**config.mk**
```make
export PLATFORM = sky130hd
export DESIGN_NAME = erl_return_check
export DESIGN_NICKNAME = d
export VERILOG_FILES = /design/src/rtl/erl_pkg.sv /design/src/rtl/erl_mode_dec.sv /design/src/rtl/erl_rules.sv /design/src/rtl/erl_build.sv /design/src/rtl/erl_return_check.sv
export SDC_FILE = /design/constraint.sdc
export NUM_CORES = 1
export LEC_CHECK = 0
export BUFFER_PORTS_ARGS = -buffer_cell sky130_fd_sc_hd__buf_2
export CORE_UTILIZATION = 39
export DETAILED_ROUTE_END_ITERATION = 8
export PLACE_DENSITY = 0.73
export REMOVE_ABC_BUFFERS = 1
export SYNTH_ARGS = -nofsm -noshare
export SYNTH_HDL_FRONTEND = slang
export SYNTH_SLANG_ARGS = --single-unit
```
**constraint.sdc**
```tcl
create_clock -name clk -period 2.96 [get_ports clk]
set_input_delay 0.592 -clock clk [delete_from_list [all_inputs] [get_ports clk]]
set_output_delay 0.592 -clock clk [all_outputs]
set_load 0.05 [all_outputs]
```
**src/rtl/erl_pkg.sv**
```systemverilog
// Shared constants and types for the exception return checker.
// Assumes a 32-bit status word layout with fixed bit positions.
package erl_pkg;
    localparam int EL_W     = 2;
    localparam int NUM_EL   = 1 << EL_W;
    localparam int MODE_W   = 5;
    localparam int B_NRW    = 4;   // set: 32-bit return
    localparam int B_THUMB  = 5;
    localparam int B_IL     = 20;
    localparam int B_SS     = 21;
    localparam logic [31:0] KEEP_MASK = 32'hF000_03C0; // flags + masks

    localparam logic [MODE_W-1:0] M32_USR = 5'h10;
    localparam logic [MODE_W-1:0] M32_FIQ = 5'h11;
    localparam logic [MODE_W-1:0] M32_IRQ = 5'h12;
    localparam logic [MODE_W-1:0] M32_SVC = 5'h13;
    localparam logic [MODE_W-1:0] M32_ABT = 5'h17;
    localparam logic [MODE_W-1:0] M32_HYP = 5'h1A;
    localparam logic [MODE_W-1:0] M32_UND = 5'h1B;
    localparam logic [MODE_W-1:0] M32_SYS = 5'h1F;

    typedef struct packed {
        logic            bad;      // encoding cannot be returned to
        logic [EL_W-1:0] el;       // decoded destination level
        logic            want64;   // requested state is 64-bit
    } mode_dec_t;
endpackage

```
**src/rtl/erl_mode_dec.sv**
```systemverilog
// Decodes the saved mode field into a destination level and state.
// Assumes bit 4 of the field selects the 32-bit encoding space.
module erl_mode_dec
    import erl_pkg::*;
(
    input  logic [MODE_W-1:0] mode,
    output mode_dec_t         dec
);
    // Map the mode field for either execution state.
    always_comb begin
        dec.bad    = 1'b0;
        dec.el     = '0;
        dec.want64 = ~mode[B_NRW];
        if (mode[B_NRW]) begin
            unique case (mode)
                M32_USR: dec.el = 2'd0;
                M32_HYP: dec.el = 2'd2;
                M32_FIQ, M32_IRQ, M32_SVC,
                M32_ABT, M32_UND, M32_SYS: dec.el = 2'd1;
                default: dec.bad = 1'b1;
            endcase
        end else if (mode[1]) begin
            dec.bad = 1'b1;
        end else if (mode[3:0] == 4'd1) begin
            dec.bad = 1'b1;
        end else begin
            dec.el = mode[3:2];
        end
    end
endmodule

```
**src/rtl/erl_rules.sv**
```systemverilog
// Applies the layered legality rules to a decoded destination.
// Assumes el_is64 holds one width bit per level.
module erl_rules
    import erl_pkg::*;
(
    input  mode_dec_t         dec,
    input  logic [EL_W-1:0]   cur_el,
    input  logic [NUM_EL-1:0] el_is64,
    input  logic              has_el2,
    input  logic              secure,
    input  logic              trap_gen,
    output logic              illegal
);
    logic r_level, r_width, r_route;

    // Level ordering and presence checks.
    always_comb begin
        r_level = (cur_el == '0) || (dec.el > cur_el)
                  || (dec.el == 2'd2 && !has_el2);
    end

    // Width agreement for any nonzero destination.
    always_comb begin
        r_width = (dec.el != '0) && (el_is64[dec.el] != dec.want64);
    end

    // Security and hypervisor routing checks.
    always_comb begin
        r_route = (dec.el == 2'd2 && secure && cur_el != 2'd3)
                  || (dec.el == 2'd1 && trap_gen);
    end

    // Combine every rule into the verdict.
    always_comb begin
        illegal = dec.bad | r_level | r_width | r_route;
    end
endmodule

```
**src/rtl/erl_build.sv**
```systemverilog
// Assembles the resulting level, state, status word and PC.
// Assumes the verdict and decode come from the same request.
module erl_build
    import erl_pkg::*;
#(
    parameter int PSR_W = 32,
    parameter int PC_W  = 64
) (
    input  logic              illegal,
    input  mode_dec_t         dec,
    input  logic [EL_W-1:0]   cur_el,
    input  logic [NUM_EL-1:0] el_is64,
    input  logic [PSR_W-1:0]  saved_psr,
    input  logic [PSR_W-1:0]  cur_psr,
    input  logic [PC_W-1:0]   link_addr,
    input  logic              ss_active,
    output logic [EL_W-1:0]   el_o,
    output logic              is64_o,
    output logic [PSR_W-1:0]  psr_o,
    output logic [PC_W-1:0]   pc_o
);
    localparam logic [PSR_W-1:0] KEEP = PSR_W'(KEEP_MASK);
    logic [PSR_W-1:0] psr_pre;
    logic [PC_W-1:0]  align;

    // Alignment mask for a 32-bit destination.
    always_comb begin
        align = saved_psr[B_THUMB] ? ~PC_W'(1) : ~PC_W'(3);
    end

    // Select the legal or the partial-restore result.
    always_comb begin
        if (illegal) begin
            el_o    = cur_el;
            is64_o  = el_is64[cur_el];
            psr_pre = (cur_psr & ~KEEP) | (saved_psr & KEEP);
            psr_pre[B_IL] = 1'b1;
            pc_o    = link_addr;
        end else begin
            el_o    = dec.el;
            is64_o  = dec.want64;
            psr_pre = saved_psr;
            pc_o    = dec.want64 ? link_addr : (link_addr & align);
        end
    end

    // Drop the single-step bit unless stepping is active.
    always_comb begin
        psr_o = psr_pre;
        if (!ss_active) psr_o[B_SS] = 1'b0;
    end
endmodule

```
**src/rtl/erl_return_check.sv**
```systemverilog
// Top of the exception return checker: decode, rules, build, register.
// Assumes valid is a one-cycle strobe; results hold between requests.
module erl_return_check
    import erl_pkg::*;
#(
    parameter int PSR_W = 32,
    parameter int PC_W  = 64
) (
    input  logic              clk,
    input  logic              rst_n,
    input  logic              valid,
    input  logic [EL_W-1:0]   cur_el,
    input  logic [PSR_W-1:0]  saved_psr,
    input  logic [PSR_W-1:0]  cur_psr,
    input  logic [PC_W-1:0]   link_addr,
    input  logic [NUM_EL-1:0] el_is64,
    input  logic              has_el2,
    input  logic              secure,
    input  logic              trap_gen,
    input  logic              ss_active,
    output logic              done,
    output logic              illegal,
    output logic [EL_W-1:0]   tgt_el,
    output logic              tgt_is64,
    output logic [PSR_W-1:0]  new_psr,
    output logic [PC_W-1:0]   ret_pc
);
    mode_dec_t        dec;
    logic             bad_c;
    logic [EL_W-1:0]  el_c;
    logic             is64_c;
    logic [PSR_W-1:0] psr_c;
    logic [PC_W-1:0]  pc_c;

    erl_mode_dec u_dec (
        .mode (saved_psr[MODE_W-1:0]),
        .dec  (dec)
    );

    erl_rules u_rules (
        .dec      (dec),
        .cur_el   (cur_el),
        .el_is64  (el_is64),
        .has_el2  (has_el2),
        .secure   (secure),
        .trap_gen (trap_gen),
        .illegal  (bad_c)
    );

    erl_build #(.PSR_W(PSR_W), .PC_W(PC_W)) u_build (
        .illegal   (bad_c),
        .dec       (dec),
        .cur_el    (cur_el),
        .el_is64   (el_is64),
        .saved_psr (saved_psr),
        .cur_psr   (cur_psr),
        .link_addr (link_addr),
        .ss_active (ss_active),
        .el_o      (el_c),
        .is64_o    (is64_c),
        .psr_o     (psr_c),
        .pc_o      (pc_c)
    );

    // Output stage: strobe every cycle, capture results on request.
    always_ff @(posedge clk) begin
        if (!rst_n) begin
            done     <= 1'b0;
            illegal  <= 1'b0;
            tgt_el   <= '0;
            tgt_is64 <= 1'b0;
            new_psr  <= '0;
            ret_pc   <= '0;
        end else begin
            done <= valid;
            if (valid) begin
                illegal  <= bad_c;
                tgt_el   <= el_c;
                tgt_is64 <= is64_c;
                new_psr  <= psr_c;
                ret_pc   <= pc_c;
            end
        end
    end
endmodule

```
==> results.rst <==
.. list-table::
   :header-rows: 1

   * - Metric
     - Value
   * - Status
     - completed
   * - Clock slew at the register clock pins of the worst setup and hold paths
     - about 0.10 ns
   * - Via count of the first global-routing pass
     - 3495
   * - Die Span X
     - approximately 110 um
   * - Async set-reset flop share out of synthesis
     - 0%
   * - Final Max Tran Viols
     - 0
   * - Path type of the worst setup path
     - in -> reg
   * - Area contributors post-synth
     - dfxtp_1 (49%), mux2i_1 (23%), nor2b_1 (11%)
   * - Antenna Diode Count
     - 0
   * - Clock tree from TritonCTS
     - done
   * - Leakage power
     - slightly below 3 nW
   * - Setup repair after global routing missed its margin
     - false
   * - Worst hold slack after final layout
     - around 0.44 ns
   * - Core area
     - 0.0103 mm^2
   * - Min-Delay Startpoint
     - tgt_el[0]
   * - CP Buf/Inv Count
     - 3
   * - Gate Count Post-Synth
     - ~390
   * - Clock latency reported for the late side of the worst-skew pair
     - between 0.3 and 0.4 ns
   * - Number of synthesized register bits
     - approximately 100
   * - Worst setup path startpoint
     - saved_psr[1]
   * - Cell with the largest stage delay on the worst path
     - nor4b_2
   * - Area growth from synthesis to layout
     - 37.5%
   * - TritonCTS sink count
     - about 100
   * - Antenna viol nets, final
     - 0
   * - Maximum number of pins on one net before global-route repair
     - 66
   * - First-pass GRT wire length
     - around 16 mm
   * - Min-delay worst type
     - reg -> reg
   * - Initial Util
     - between 40% and 50%
   * - Ratio of final minimum period to clock period
     - between 90 and 100%
   * - Maximum level of the CTS H-tree
     - 3
   * - Boundary Pins
     - between 200 and 250
   * - Clock tree skew after final layout
     - 0 ns
   * - Number of distinct library cells after synthesis
     - 34
   * - Critical R2R Launch
     - ret_pc[1]
   * - Fmax
     - approximately 0.36 GHz
   * - Tmin final
     - 2.77 ns
   * - Cell family with most CP delay
     - compound AO/OA/AOI/OAI gates
   * - Maxcap violations
     - 0
   * - Register area
     - 0.00202 mm^2
   * - Count leader, synth
     - dfxtp_1
   * - Number of search-and-repair iterations in the first detailed-routing pass
     - 4
   * - Area of the mapped netlist
     - 0.00416 mm^2
   * - Total design power
     - roughly 3.1 mW
   * - Via-per-instance ratio
     - between 4 and 5
   * - Number of design rule violations left after detail routing
     - 0
   * - Top fanout value on the critical path
     - 3
   * - Fraction of layout cells with a size suffix above 1
     - 43.2%
   * - Post-CTS Setup Bufs
     - 0
   * - Die span in y
     - around 110 um
   * - I/O Buffers
     - between 200 and 250
   * - Congestion Overflow GR
     - 0
   * - Syn_area_per_cell
     - 10.6 um^2
   * - First-iteration detailed-routing DRC count
     - 124
   * - Critical path capture point type
     - flop
   * - Number of hold violations in the final report
     - 0
   * - Area of the multi-input gates
     - slightly below 0.002 mm^2
   * - Kind of start point of the critical path
     - primary input
   * - Cell type with the highest aggregate area in the netlist
     - dfxtp_1
   * - Count of endpoints failing setup in the final report
     - 0
   * - EDFF count, synth
     - 0
   * - Root buf cell
     - clkbuf_8
   * - Number of buffers inserted during clock tree synthesis
     - 9
   * - Syn. warnings
     - 0
   * - Commonest cells post-synth
     - dfxtp_1 (101), mux2i_1 (95), nor2b_1 (72)
   * - Worst supply voltage drop on vdd
     - 0.292 mV
   * - Filler Cells Inserted
     - 935
   * - Full die area
     - about 0.011 mm^2
   * - Ordered list of cells on the worst path
     - buf_2 > and4bb_2 > o21ai_0 > buf_4 > inv_1 > ha_1 > nor2b_1 > a2bb2oi_1 > nor4b_2 > o221a_2 > mux2_4 > a32o_1
   * - Remaining max-slew budget at the tightest pin
     - a little over half
   * - Actual slew at the worst max-slew pin
     - 0.719 ns
   * - Part of the Yosys area used for sequential elements
     - between 40% and 50%
   * - Routed wirelength normalized by instance count
     - 13.1 um
   * - Arrival time at the worst endpoint
     - between 3 and 4 ns
   * - Share of the synthesized area in the top cell type
     - 48.6%
   * - # rows
     - 37
   * - Initial antenna violation count
     - 0
   * - Detail Placement HPWL
     - 7.51 mm
   * - Longest Clk Path Bufs
     - 2
   * - Power per Cell Area
     - about 550 mW/mm^2
   * - Largest stage delay, worst path
     - between 0.3 and 0.4 ns
   * - Routability Congestion
     - 0.772
   * - Most used DFF post-synth
     - dfxtp_1
   * - Required time of the critical path
     - 3.21 ns
   * - Overall fraction of global-route tracks in use
     - between 15 and 20%
   * - NumNets Final
     - about 770
   * - Vias post-DR
     - between 3000 and 4000
   * - Routed WL
     - approximately 10 mm
through the flow:
stage | setup TNS, ns | std cells | utilization, % | setup slack (ns) | area [um^2]
after floorplan | -6.19 | 365 | - | -0.473 | 4030
after global placement | -6.18 | 748 | 53.5 | -0.270 | 5520
after detailed placement | -7.59 | 748 | 53.5 | -0.341 | 5520
after CTS | 0 | 764 | 55.3 | 0.0394 | 5710
after global routing | 0 | 764 | 55.4 | 0.0448 | 5720
final | 0 | 764 | 55.4 | 0.193 | 5720
placed cells by master (no fill, tap or decap), types with 2 or more instances in the layout:
master	count
buf_2	231
a22o_1	2
nand2_1	5
a31oi_1	3
and4bb_2	2
mux2i_1	95
a21oi_1	25
buf_4	11
inv_6	3
buf_12	4
dfxtp_1	101
inv_1	6
nor2b_1	72
clkbuf_8	10
nor2_1	4
ha_1	2
nand3_1	2
o21ai_0	29
per-layer routing:
layer | vias up | global-route usage (%) | routed length, um
met3 | 18 | 5.44 | 733
met1 | 1608 | 19.4 | 4090
met4 | 0 | 5.63 | 186
met5 | - | 0 | 0
met2 | 143 | 32.6 | 5020
li1 | 1810 | - | -
cell families (layout without fill, tap and decap cells):
family                     count (synthesis)  in the layout  share of synthesized area (%)
AOI/OAI and AO/OA                         65             65                           8.75
xor gates and xnor gates                   2              2                          0.421
adders and majority gates                  2              2                          0.601
buffers and inverters                     35            269                           3.79
DFF                                      101            101                           48.6
muxes                                     97             97                           23.7
and+or+nand+nor                           92             92                           14.1
area by class of cell:
cell class,instances,share of cell area (%)
Sequential cell,101,35.3
Multi-Input combinational cell,258,34.8
Timing Repair Buffer,247,23.2
Tap cell,136,2.97
Clock buffer,10,2.40
Clock inverter,6,0.896
Inverter,6,0.394
worst register-to-register path: stages (launching register included):
cell and delay (ns):
dfxtp_1 0.32, inv_1 0.04, o21ai_0 0.06, a22o_1 0.26
flip-flops by register name, summed over array words and instances, names as in the netlist:
register  cells
done          1
tgt_el        2
illegal       1
tgt_is64      1
new_psr      32
ret_pc       64
report_power, final:
group	switching, mW	internal [mW]
Combinational	0.534	0.285
Clock	0.489	0.345
Sequential	0.0414	1.45
timing repair:
action / in CTS / in global routing
hold buffers: 0 / 0
setup endpoints to repair: 0 / 24
gates resized for setup: 0 / 2
path summary, 6_finish.rpt:
kind            endpoint  slack, ns  cells past startpoint
max          new_psr[21]       0.19                     12
min            tgt_el[0]       0.44                      2
max reg2reg    ret_pc[1]       2.18                      3
min reg2reg    tgt_el[0]       0.44                      2
Power figures use the tool's default switching activity.
